$ cat src/rtl/lbr_pkg.sv
`timescale 1ns/1ps
// Shared types for the local bus responder.
package lbr_pkg;

    // Responder sequencing states.
    typedef enum logic [2:0] {
        ST_IDLE,   // waiting for a start strobe or a pending transfer
        ST_RD,     // read served from the memory port
        ST_WR,     // write forwarded to the memory port
        ST_BUF,    // read served from the line buffer
        ST_FILL    // fetching the next line into the buffer
    } lbr_state_e;

endpackage

$ cat src/rtl/lbr_win_decode.sv
`timescale 1ns/1ps
// Window decoder: compares the upper address block number with a base,
// ignoring as many low block bits as the size exponent gives.
// Assumes the window is aligned to its own power-of-two size.
module lbr_win_decode #(
    parameter int BLK_W = 12,
    parameter int LG_W  = 4
) (
    input  logic [BLK_W-1:0] blk,
    input  logic             en,
    input  logic [BLK_W-1:0] base,
    input  logic [LG_W-1:0]  size_lg,
    output logic             hit
);
    logic [BLK_W-1:0] diff;

    // Hit when every compared block bit matches the base.
    always_comb begin
        diff = blk ^ base;
        hit  = en && ((diff >> size_lg) == '0);
    end
endmodule

$ cat src/rtl/lbr_line_buf.sv
`timescale 1ns/1ps
// One-line prefetch buffer: a tag, a valid flag and BEATS data words.
// A fill start clears valid and loads the tag, words arrive by index,
// and fill_done sets valid. Invalidation has priority over fill_done.
module lbr_line_buf #(
    parameter int LINE_W = 28,
    parameter int DATA_W = 32,
    parameter int BEATS  = 4,
    parameter int BEAT_W = 2
) (
    input  logic              clk,
    input  logic              rst_n,
    input  logic              fill_start,
    input  logic [LINE_W-1:0] fill_line,
    input  logic              fill_we,
    input  logic [BEAT_W-1:0] fill_idx,
    input  logic [DATA_W-1:0] fill_data,
    input  logic              fill_done,
    input  logic              inval,
    input  logic [LINE_W-1:0] q_line,
    input  logic [BEAT_W-1:0] q_idx,
    output logic              q_hit,
    output logic [DATA_W-1:0] q_data
);
    logic              valid_q;
    logic [LINE_W-1:0] tag_q;
    logic [DATA_W-1:0] words [BEATS];

    // Tag and valid bookkeeping.
    always_ff @(posedge clk) begin
        if (!rst_n) begin
            valid_q <= 1'b0;
            tag_q   <= '0;
        end else if (fill_start) begin
            valid_q <= 1'b0;
            tag_q   <= fill_line;
        end else if (inval) begin
            valid_q <= 1'b0;
        end else if (fill_done) begin
            valid_q <= 1'b1;
        end
    end

    // One storage word per beat, each written by its own index match.
    for (genvar g = 0; g < BEATS; g++) begin : g_word
        logic [DATA_W-1:0] word_q;
        // Capture returning fill data for this beat slot.
        always_ff @(posedge clk) begin
            if (!rst_n)
                word_q <= '0;
            else if (fill_we && fill_idx == BEAT_W'(g))
                word_q <= fill_data;
        end
        assign words[g] = word_q;
    end

    // Lookup against the stored tag.
    always_comb begin
        q_hit  = valid_q && (tag_q == q_line);
        q_data = words[q_idx];
    end
endmodule

$ cat src/rtl/lbus_responder.sv
`timescale 1ns/1ps
// Local memory bus responder. Answers bus transfers that fall in a
// configurable window, for the on-card processor or a foreign master,
// and drives inhibit toward the mainboard memory controller for foreign hits.
// Assumes: one outstanding transfer per master, memory returns reads in order,
// bus ownership is stable for the length of a transfer.
module lbus_responder #(
    parameter int ADDR_W     = 32,
    parameter int DATA_W     = 32,
    parameter int LINE_BEATS = 4,
    parameter int WIN_SHIFT  = 20
) (
    input  logic                          clk,
    input  logic                          rst_n,
    input  logic                          cfg_win_en,
    input  logic [ADDR_W-WIN_SHIFT-1:0]   cfg_win_base,
    input  logic [$clog2(ADDR_W-WIN_SHIFT+1)-1:0] cfg_win_lg,
    input  logic                          bus_cpu_own,
    input  logic                          bus_ts,
    input  logic [ADDR_W-1:0]             bus_addr,
    input  logic                          bus_read,
    input  logic                          bus_burst,
    input  logic [DATA_W-1:0]             bus_wdata,
    output logic                          bus_ta,
    output logic [DATA_W-1:0]             bus_rdata,
    output logic                          mem_inhibit,
    output logic                          mem_req,
    output logic                          mem_we,
    output logic [ADDR_W-1:0]             mem_addr,
    output logic [DATA_W-1:0]             mem_wdata,
    input  logic                          mem_ready,
    input  logic                          mem_rvalid,
    input  logic [DATA_W-1:0]             mem_rdata
);
    import lbr_pkg::*;

    localparam int BYTE_W = $clog2(DATA_W/8);
    localparam int BEAT_W = $clog2(LINE_BEATS);
    localparam int OFF_W  = BYTE_W + BEAT_W;
    localparam int LINE_W = ADDR_W - OFF_W;
    localparam int BLK_W  = ADDR_W - WIN_SHIFT;
    localparam int LG_W   = $clog2(BLK_W + 1);
    localparam int CNT_W  = BEAT_W + 1;

    lbr_state_e             st;
    logic [LINE_W-1:0]      xf_line;
    logic [BEAT_W-1:0]      xf_word;
    logic                   xf_burst;
    logic                   xf_foreign;
    logic [CNT_W-1:0]       req_cnt;
    logic [CNT_W-1:0]       ack_cnt;
    logic                   pend_v;
    logic [ADDR_W-1:BYTE_W] pend_addr;
    logic                   pend_read;
    logic                   pend_burst;
    logic                   pend_foreign;

    logic                   live_hit, live_go, nxt_hit;
    logic                   s_go, s_read, s_burst, s_foreign;
    logic [LINE_W-1:0]      s_line, nxt_line, q_line;
    logic [BEAT_W-1:0]      s_word, q_idx, req_word, ack_word;
    logic [CNT_W-1:0]       n_beats, last_cnt;
    logic                   buf_hit, buf_inval, fill_start, fill_done, fin_rd;
    logic [DATA_W-1:0]      buf_data;
    logic [ADDR_W-1:0]      nxt_addr;
    logic                   unused_addr_lsb;

    assign unused_addr_lsb = ^bus_addr[BYTE_W-1:0];

    // Window decode for the live bus address.
    lbr_win_decode #(.BLK_W(BLK_W), .LG_W(LG_W)) u_dec_live (
        .blk(bus_addr[ADDR_W-1:WIN_SHIFT]), .en(cfg_win_en),
        .base(cfg_win_base), .size_lg(cfg_win_lg), .hit(live_hit));

    // Window decode for the line after the current transfer.
    lbr_win_decode #(.BLK_W(BLK_W), .LG_W(LG_W)) u_dec_next (
        .blk(nxt_addr[ADDR_W-1:WIN_SHIFT]), .en(cfg_win_en),
        .base(cfg_win_base), .size_lg(cfg_win_lg), .hit(nxt_hit));

    lbr_line_buf #(.LINE_W(LINE_W), .DATA_W(DATA_W),
                   .BEATS(LINE_BEATS), .BEAT_W(BEAT_W)) u_buf (
        .clk(clk), .rst_n(rst_n),
        .fill_start(fill_start), .fill_line(nxt_line),
        .fill_we(st == ST_FILL && mem_rvalid), .fill_idx(ack_cnt[BEAT_W-1:0]),
        .fill_data(mem_rdata), .fill_done(fill_done), .inval(buf_inval),
        .q_line(q_line), .q_idx(q_idx), .q_hit(buf_hit), .q_data(buf_data));

    // Start selection: a pending transfer wins over a live strobe.
    always_comb begin
        live_go   = bus_ts && live_hit;
        s_go      = (st == ST_IDLE) && (pend_v || live_go);
        s_read    = pend_v ? pend_read    : bus_read;
        s_burst   = pend_v ? pend_burst   : bus_burst;
        s_foreign = pend_v ? pend_foreign : !bus_cpu_own;
        s_line    = pend_v ? pend_addr[ADDR_W-1:OFF_W] : bus_addr[ADDR_W-1:OFF_W];
        s_word    = pend_v ? pend_addr[OFF_W-1:BYTE_W] : bus_addr[OFF_W-1:BYTE_W];
        nxt_line  = xf_line + LINE_W'(1);
        nxt_addr  = {nxt_line, {OFF_W{1'b0}}};
        n_beats   = xf_burst ? CNT_W'(LINE_BEATS) : CNT_W'(1);
        last_cnt  = xf_burst ? CNT_W'(LINE_BEATS - 1) : '0;
        req_word  = xf_word + req_cnt[BEAT_W-1:0];
        ack_word  = xf_word + ack_cnt[BEAT_W-1:0];
        q_line    = s_go ? s_line : xf_line;
        q_idx     = s_go ? s_word : ack_word;
    end

    // Bus-side and memory-side outputs per state.
    always_comb begin
        bus_ta    = 1'b0;
        bus_rdata = '0;
        mem_req   = 1'b0;
        mem_we    = 1'b0;
        mem_addr  = '0;
        mem_wdata = bus_wdata;
        fin_rd    = 1'b0;
        fill_done = 1'b0;
        case (st)
            ST_IDLE: if (s_go && s_read) begin
                if (buf_hit) begin
                    bus_ta    = 1'b1;
                    bus_rdata = buf_data;
                end else begin
                    mem_req  = 1'b1;
                    mem_addr = {s_line, s_word, {BYTE_W{1'b0}}};
                end
            end
            ST_RD: begin
                mem_req   = req_cnt < n_beats;
                mem_addr  = {xf_line, req_word, {BYTE_W{1'b0}}};
                bus_ta    = mem_rvalid;
                bus_rdata = mem_rdata;
                fin_rd    = mem_rvalid && ack_cnt == last_cnt;
            end
            ST_WR: begin
                mem_req  = 1'b1;
                mem_we   = 1'b1;
                mem_addr = {xf_line, ack_word, {BYTE_W{1'b0}}};
                bus_ta   = mem_ready;
            end
            ST_BUF: begin
                bus_ta    = 1'b1;
                bus_rdata = buf_data;
                fin_rd    = ack_cnt == last_cnt;
            end
            ST_FILL: begin
                mem_req   = req_cnt < CNT_W'(LINE_BEATS);
                mem_addr  = {xf_line, req_cnt[BEAT_W-1:0], {BYTE_W{1'b0}}};
                fill_done = mem_rvalid && ack_cnt == CNT_W'(LINE_BEATS - 1);
            end
            default: ;
        endcase
        fill_start  = fin_rd && xf_burst && nxt_hit;
        buf_inval   = s_go && !s_read && buf_hit;
        mem_inhibit = ((st == ST_RD || st == ST_WR || st == ST_BUF) && xf_foreign)
                    || (pend_v && pend_foreign)
                    || (live_go && !pend_v && !bus_cpu_own);
    end

    // Transfer sequencing, beat counting and pending capture.
    always_ff @(posedge clk) begin
        if (!rst_n) begin
            st <= ST_IDLE; xf_line <= '0; xf_word <= '0; xf_burst <= 1'b0;
            xf_foreign <= 1'b0; req_cnt <= '0; ack_cnt <= '0;
            pend_v <= 1'b0; pend_addr <= '0; pend_read <= 1'b0;
            pend_burst <= 1'b0; pend_foreign <= 1'b0;
        end else begin
            if (st != ST_IDLE && live_go && !pend_v) begin
                pend_v       <= 1'b1;
                pend_addr    <= bus_addr[ADDR_W-1:BYTE_W];
                pend_read    <= bus_read;
                pend_burst   <= bus_burst;
                pend_foreign <= !bus_cpu_own;
            end
            case (st)
                ST_IDLE: if (s_go) begin
                    pend_v     <= 1'b0;
                    xf_line    <= s_line;
                    xf_word    <= s_word;
                    xf_burst   <= s_burst;
                    xf_foreign <= s_foreign;
                    ack_cnt    <= '0;
                    req_cnt    <= '0;
                    if (s_read && buf_hit) begin
                        ack_cnt <= CNT_W'(1);
                        st      <= s_burst ? ST_BUF : ST_IDLE;
                    end else if (s_read) begin
                        req_cnt <= CNT_W'(mem_ready);
                        st      <= ST_RD;
                    end else begin
                        st      <= ST_WR;
                    end
                end
                ST_RD, ST_BUF: begin
                    if (mem_req && mem_ready) req_cnt <= req_cnt + CNT_W'(1);
                    if (bus_ta) ack_cnt <= ack_cnt + CNT_W'(1);
                    if (fin_rd) begin
                        if (fill_start) begin
                            st      <= ST_FILL;
                            xf_line <= nxt_line;
                            req_cnt <= '0;
                            ack_cnt <= '0;
                        end else begin
                            st <= ST_IDLE;
                        end
                    end
                end
                ST_WR: if (mem_ready) begin
                    ack_cnt <= ack_cnt + CNT_W'(1);
                    if (ack_cnt == last_cnt) st <= ST_IDLE;
                end
                ST_FILL: begin
                    if (mem_req && mem_ready) req_cnt <= req_cnt + CNT_W'(1);
                    if (mem_rvalid) ack_cnt <= ack_cnt + CNT_W'(1);
                    if (fill_done) st <= ST_IDLE;
                end
                default: st <= ST_IDLE;
            endcase
        end
    end
endmodule

$ cat config.mk
export PLATFORM = sky130hd
export DESIGN_NAME = lbus_responder
export DESIGN_NICKNAME = d
export VERILOG_FILES = /design/src/rtl/lbr_pkg.sv /design/src/rtl/lbr_win_decode.sv /design/src/rtl/lbr_line_buf.sv /design/src/rtl/lbus_responder.sv
export SDC_FILE = /design/constraint.sdc
export NUM_CORES = 1
export LEC_CHECK = 0
export ABC_AREA = 1
export BUFFER_PORTS_ARGS = -buffer_cell sky130_fd_sc_hd__buf_4
export CORE_MARGIN = 2
export CORE_UTILIZATION = 50
export DETAILED_ROUTE_END_ITERATION = 6
export PLACE_DENSITY_LB_ADDON = 0.1
export SYNTH_ARGS = -nofsm -noshare
export SYNTH_HDL_FRONTEND = slang
export SYNTH_SLANG_ARGS = --single-unit
$ cat constraint.sdc
create_clock -name clk -period 7.6 [get_ports clk]
set_input_delay 1.52 -clock clk [delete_from_list [all_inputs] [get_ports clk]]
set_output_delay 1.52 -clock clk [all_outputs]
set_load 0.03 [all_outputs]
==> impl_metrics.env, run 1 <==
export IMPL_syn2layout_area_growth_pct=13.5
export IMPL_finalCriticalPeriod_ps=6850
export IMPL_cts_htree_levels=1
export IMPL_yosysWarnings=0
export IMPL_max_vdd_ir_drop_uv=149
export IMPL_clock_sinks=232
export IMPL_grt_ovfl_total=0
export IMPL_num_rows=60
export IMPL_grt_antenna_before_repair=0
export IMPL_post_cts_buffers=0
export IMPL_worst_pin_slew_ps=1010
export IMPL_firstDrtPassIters=6
export IMPL_cts_clk_slew_worst_paths_ps=60
export IMPL_async_flop_share_pct=0
export IMPL_diodes=0
export IMPL_globalRouteTotalUtil_pct=28.7
export IMPL_die_h_um=168
export IMPL_worst_setup_path_type="input port to primary output"
export IMPL_routed_wl_um=41600
export IMPL_cts_root_buffer="clkbuf_16"
export IMPL_final_cell_mix="nand2_1 (412), inv_1 (237), dfxtp_1 (231)"
export IMPL_drt_iter0_drc=1366
export IMPL_max_slew_margin_rel_pct=32.6
export IMPL_yosysSeqAreaShare_pct=34.5
export IMPL_mostFrequentLayoutCell="nand2_1"
export IMPL_cap_violations=0
export IMPL_coreArea_mm2=0.0267
export IMPL_ctsResizeCount=0
export IMPL_fmax_mhz=146
export IMPL_dp_hpwl_um=27200
export IMPL_setup_tns_ps=0
export IMPL_grt_pass1_wl_um=66000
export IMPL_crit_required_ps=6080
export IMPL_ant_nets=0
export IMPL_cts_buffers=27
export IMPL_ys_ff_latch=232
export IMPL_placed_cell_area_mm2=0.0144
export IMPL_synth_area_per_cell_um2=6.73
export IMPL_die_w_um=168
export IMPL_grt_pass1_vias=12300
export IMPL_cp_data_arrival_time_ps=5330
export IMPL_path_delay_family="simple AND/OR/NAND/NOR gates"
export IMPL_slowest_stage="o32ai_1"
export IMPL_cp_common_cell="nand2_1"
export IMPL_wl_per_cell_um=17.3
export IMPL_cp_slowest_stage_delay_ps=780
export IMPL_stdcell_count=2402
export IMPL_cts_buffer_depth=3
export IMPL_hold_violations=0
export IMPL_status="finished, final reports clean"
export IMPL_finalSetupViolCount=0
export IMPL_vias=13600
export IMPL_grt_max_degree=102
export IMPL_nFillCells=2656
export IMPL_cts_tree="yes"
export IMPL_route_detailed_drc=0
export IMPL_layout_setup_ws_ps=751
export IMPL_cp_end_kind="primary output"
export IMPL_ys_types=48
export IMPL_syn_inst=2002
export IMPL_dp_slack_ps=931
export IMPL_portBuffers=152
export IMPL_hold_class="register to register"
export IMPL_clk_latency_ps=540
export IMPL_p_leak_uw=0.00588
export IMPL_dp_cells=2354
export IMPL_synthFlopType="dfxtp_1"
export IMPL_power_density_mw_per_mm2=193
export IMPL_initial_core_util_pct=50.4
export IMPL_drive_above_1_share_pct=13.3
export IMPL_ctsHoldBuffers=0
export IMPL_die_area_mm2=0.0283
export IMPL_rsz0062_at_grt="no"
export IMPL_fin_skew_ps=15.8
export IMPL_period_share_pct=90.1
export IMPL_place_congestion=0.966
export IMPL_vias_per_cell=5.65
export IMPL_startpoint_type="input port"
export IMPL_synth_edf_count=0
export IMPL_maxSlewViolCount=0
export IMPL_syn_area_mm2=0.0135
export IMPL_final_cell_area_mm2=0.0153
export IMPL_path_buf_inv=4
export IMPL_cp_cell_sequence="buf_4, inv_4, nand3_1, nand2_1, nand2_1, nand3b_1, nand2_1, nand2_1, nand2_1, nand2_1, nand2_2, nand2_2, buf_4, o21ai_1, o21ai_0, nor2_1, nand3_1, nor2_2, nand2_1, nand2_2, o32ai_1, buf_4"
export IMPL_worstPathMaxFanout=31
export IMPL_nNetsFinal=2173
export IMPL_io_pins=221
[synthesized netlist by cell type, drive strengths merged, types with 3 or more instances]
cell | number | area [µm²]
a211oi | 4 | 50.1
a21oi | 219 | 1100
a31oi | 18 | 113
a32o | 30 | 300
buf | 67 | 502
clkbuf | 99 | 372
dfxtp | 232 | 4640
ha | 10 | 125
inv | 246 | 928
nand2 | 423 | 1630
nand3 | 185 | 958
nand3b | 9 | 67.6
nand4 | 8 | 50.1
nor2 | 75 | 317
nor3 | 14 | 85.1
o211ai | 60 | 450
o21a | 3 | 22.5
o21ai | 218 | 1090
o22ai | 21 | 131
o32ai | 10 | 87.6
or2 | 4 | 25.0
xnor2 | 11 | 96.3
xor2 | 25 | 234
[through the flow]
stage / hold WS [ps] / utilization [%] / total power [µW]
floorplan: 425 / - / 1550
global placement: 434 / 53.9 / 1650
detailed placement: 441 / 53.9 / 1660
CTS: 450 / 57.2 / 2960
global route: 466 / 57.2 / 3060
finish: 448 / 57.2 / 2950
[path summary, 6_finish.rpt]
| kind | from | to | slack (ps) | cells after the start |
|---|---|---|---|---|
| hold reg to reg | u_buf.g_word[0].word_q[21] | u_buf.g_word[0].word_q[21] | 450 | 2 |
| setup / recovery | cfg_win_lg[0] | mem_addr[31] | 750 | 22 |
| setup reg to reg | xf_line[0] | xf_line[8] | 3480 | 21 |
| hold / removal | u_buf.g_word[0].word_q[21] | u_buf.g_word[0].word_q[21] | 450 | 2 |
[area by class of cell]
cell class,count,area [µm²],share of cell area (%)
Clock buffer,37,783,5.12
Clock inverter,11,110,0.720
Inverter,248,936,6.12
Multi-Input combinational cell,1357,7050,46.1
Sequential cell,232,4650,30.4
Tap cell,341,427,2.79
Timing Repair Buffer,176,1330,8.72
[kinds of logic after synthesis]
family | Yosys count | synth area share (%)
compound gates | 589 | 25.2
simple gates | 720 | 23.5
buf+inv | 414 | 13.4
fa+ha+maj | 10 | 0.929
xor+xnor | 36 | 2.45
other cells | 1 | 0.0278
flops | 232 | 34.5
[where the power goes]
part / total [µW] / internal (µW) / switching, µW
registers: 1250 / 1230 / 21.8
clock network: 1310 / 783 / 525
logic: 385 / 129 / 256
total: 2950 / 2150 / 803
[worst reg2reg max path, delay by kind of cell (launching register included)]
family	cells	cell delay (ps)
buf+inv	2	440
fa+ha+maj	1	210
compound gates	3	490
xor+xnor	1	250
flops	1	390
simple gates	14	2260
[routing by layer]
layer  wire, µm  vias to the layer above  global-route usage, %
met5          0                        -                      0
met4        723                        0                   6.45
met3       3460                       57                   5.05
met2      17400                      515                   42.4
met1      20000                     6243                   43.4
li1           -                     6759                      -
[flip-flops by register name, summed over array words and instances, names as in the netlist]
register / count
ack_cnt: 3
pend_addr: 30
pend_burst: 1
pend_foreign: 1
pend_read: 1
pend_v: 1
req_cnt: 3
st: 3
u_buf.g_word.word_q: 128
u_buf.tag_q: 28
u_buf.valid_q: 1
xf_burst: 1
xf_foreign: 1
xf_line: 28
xf_word: 2
No activity file was read; power rests on OpenSTA's default activity.
==> run 2, diff against run 1 <==
--- a/config.mk
+++ b/config.mk
@@ -5,7 +5,6 @@
 export SDC_FILE = /design/constraint.sdc
 export NUM_CORES = 1
 export LEC_CHECK = 0
-export ABC_AREA = 1
 export BUFFER_PORTS_ARGS = -buffer_cell sky130_fd_sc_hd__buf_4
 export CORE_MARGIN = 2
 export CORE_UTILIZATION = 50
==> run 2 against run 1 <==
Net effect: routed wire length fell by 3.6%; design area up 0.87%; clock skew is 1.9 ps lower; worst hold slack improved by 5.0 ps; combinational power down 29%; critical path depth is 10 lower; largest cell class unchanged; largest power group unchanged.
==> impl_metrics.env, run 2 <==
export IMPL_synth_area_per_cell_um2=7.70
export IMPL_startpoint_type="input port"
export IMPL_portBuffers=152
export IMPL_regToRegSetupSlack_ps=3200
export IMPL_vias=12500
export IMPL_clock_sinks=232
export IMPL_ctsResizeCount=0
export IMPL_synthFlopType="dfxtp_1"
export IMPL_ys_types=78
export IMPL_cts_htree_levels=1
export IMPL_worstPathMaxFanout=64
export IMPL_grt_antenna_before_repair=0
export IMPL_wl_per_cell_um=18.5
export IMPL_die_h_um=170
export IMPL_fmax_mhz=150
export IMPL_finalCriticalPeriod_ps=6680
export IMPL_routed_wl_um=40100
export IMPL_synth_edf_count=0
export IMPL_dp_hpwl_um=25700
export IMPL_synth_area_top_cells="dfxtp_1 (34%), nand2_1 (11%), mux2i_1 (9.9%)"
export IMPL_grt_pass1_vias=11900
export IMPL_largest_register_ffs=128
export IMPL_yosysTopAreaCellShare_pct=33.9
export IMPL_maxSlewViolCount=0
export IMPL_yosys_top_cells_count="nand2_1 (412), dfxtp_1 (232), a21oi_1 (185), mux2i_1 (135), nor2_1 (128)"
export IMPL_worst_setup_path_type="input port to primary output"
export IMPL_synth_compound_area_share_pct=17.1
export IMPL_syn2layout_area_growth_pct=12.5
export IMPL_layout_setup_ws_ps=919
export IMPL_io_pins=221
export IMPL_die_area_mm2=0.0288
export IMPL_synth_most_common_cell="nand2_1"
export IMPL_yosysSeqAreaShare_pct=33.9
export IMPL_synth_xor_area_share_pct=6.28
export IMPL_hold_class="register to register"
export IMPL_crit_required_ps=6080
export IMPL_ys_ff_latch=232
export IMPL_place_congestion=0.922
export IMPL_async_flop_share_pct=0
export IMPL_rsz0062_at_grt="no"
export IMPL_cts_tree="yes"
export IMPL_yosysWarnings=0
export IMPL_cts_buffer_depth=3
export IMPL_min_path_cells=2
export IMPL_grt_ovfl_total=0
export IMPL_coreArea_mm2=0.0270
export IMPL_yosys_area_share_adder_pct=0.912
export IMPL_globalRouteTotalUtil_pct=27.4
export IMPL_synthSimpleGateAreaFrac_pct=22.1
export IMPL_power_density_mw_per_mm2=182
export IMPL_seq_power_share_pct=44.7
export IMPL_r2r_end="xf_line[20]"
export IMPL_top_register="u_buf.g_word.word_q"
export IMPL_synth_top_family_by_area="simple AND/OR/NAND/NOR gates"
export IMPL_initial_core_util_pct=50.9
export IMPL_setup_tns_ps=0
export IMPL_worst_pin_slew_ps=1140
export IMPL_mostFrequentLayoutCell="nand2_1"
export IMPL_worst_r2r_cell_count=11
export IMPL_firstDrtPassIters=6
export IMPL_netSwitchingFraction_pct=25.6
export IMPL_muxShareOfSynthArea_pct=12.5
export IMPL_pwr_share_clk_pct=45.7
export IMPL_cts_buffers=27
export IMPL_syn_inst=1781
export IMPL_clk_latency_ps=550
export IMPL_nNetsFinal=1936
export IMPL_yosysTopAreaCell="dfxtp_1"
export IMPL_combPwrFrac_pct=9.7
export IMPL_finalSetupViolCount=0
export IMPL_ctsHoldBuffers=0
export IMPL_r2r_start="xf_line[17]"
export IMPL_finalPower_uw=2810
export IMPL_hold_end="u_buf.g_word[0].word_q[19]"
export IMPL_route_detailed_drc=0
export IMPL_drive_above_1_share_pct=15.9
export IMPL_switching_power_uw=717
export IMPL_ant_nets=0
export IMPL_max_slew_margin_rel_pct=23.9
export IMPL_grt_pass1_wl_um=64100
export IMPL_grt_max_degree=154
export IMPL_status="finished, final reports clean"
export IMPL_period_share_pct=87.9
export IMPL_p_leak_uw=0.00574
export IMPL_cap_violations=0
export IMPL_cp_data_arrival_time_ps=5160
export IMPL_post_cts_buffers=0
export IMPL_p_int_uw=2090
export IMPL_cts_root_buffer="clkbuf_16"
export IMPL_die_w_um=170
export IMPL_cts_clk_slew_worst_paths_ps=60
export IMPL_cp_end_kind="primary output"
export IMPL_vias_per_cell=5.79
export IMPL_dp_slack_ps=1020
export IMPL_final_cell_mix="nand2_1 (412), dfxtp_1 (231), a21oi_1 (183)"
export IMPL_diodes=0
export IMPL_fin_skew_ps=13.9
export IMPL_min_from="u_buf.g_word[0].word_q[19]"
export IMPL_max_vdd_ir_drop_uv=157
export IMPL_num_rows=60
export IMPL_hold_violations=0
export IMPL_drt_iter0_drc=1091
export IMPL_nFillCells=2541
export IMPL_syn_area_mm2=0.0137
export IMPL_reg_top3="u_buf.g_word.word_q (128), pend_addr (30)"
## run 2: cell count changes in the layout (fill, tap and decap cells not counted), sizes merged, moves of 44 or more
cell	delta
inv	-224
nand3	-149
mux2i	+135
o21ai	-122
o211ai	-58
nor2	+54
xnor2	+44
## run 2: routing by layer
layer / global-route usage, % / vias up / wire length, µm
met5: 0 / - / 0
met4: 8.14 / 0 / 1090
met3: 3.31 / 79 / 1950
met2: 50.0 / 394 / 20200
met1: 33.9 / 5936 / 16900
li1: - / 6130 / -
## run 2: logic make-up after synthesis
group / after synthesis
multiplexers: 167
flip-flops: 232
other: 1
AND/OR/NAND/NOR: 697
buffers and inverters: 197
adder cells (fa/ha/maj): 10
AO/OA/AOI/OAI: 385
XOR/XNOR: 92
## run 2: through the flow
step	util, %	area (µm²)	hold WS [ps]	instances
after floorplan	-	13700	427	1782
after global placement	54.0	14600	436	2117
after detailed placement	54.0	14600	446	2117
after CTS	57.2	15400	454	2165
after global routing	57.2	15400	465	2165
final	57.2	15400	453	2165
## run 2: layout make-up
class                      count  area, µm²  area share [%]
tap                          341        427            2.77
clock buffer                  39        751            4.87
multi-input combinational   1353       8110            52.6
clock inverter                 9        114           0.738
sequential                   232       4650            30.1
inverter                      20       80.1           0.519
timing repair buffer         171       1300            8.41
## run 2: worst max-delay path by stage
stage / end / start / depth (start not counted)
3_3_place_gp: bus_rdata[16] / cfg_win_base[8] / 12
3_5_place_dp: bus_rdata[16] / cfg_win_base[8] / 12
6_report: bus_rdata[16] / cfg_win_base[8] / 12
4_1_cts: bus_rdata[16] / cfg_win_base[8] / 12
2_1_floorplan: mem_addr[3] / cfg_win_base[8] / 11
5_1_grt: bus_rdata[16] / cfg_win_base[8] / 12
## run 2: power groups by stage
| stage | clock (µW) | combinational, µW | sequential [µW] |
|---|---|---|---|
| 2_1_floorplan | 0 | 216 | 1260 |
| 3_3_place_gp | 0 | 267 | 1280 |
| 3_5_place_dp | 0 | 270 | 1280 |
| 4_1_cts | 1300 | 271 | 1250 |
| 5_1_grt | 1350 | 293 | 1250 |
| 6_report | 1280 | 272 | 1250 |
## run 2: worst max-delay path, stage by stage
cell	delay (ps)
buf_4	140
xnor2_1	260
nor2_1	110
a2111o_1	450
a221oi_2	540
nand2_1	410
a21oi_4	250
buf_12	380
mux2i_1	150
mux2_2	270
o21ai_0	340
buf_4	240
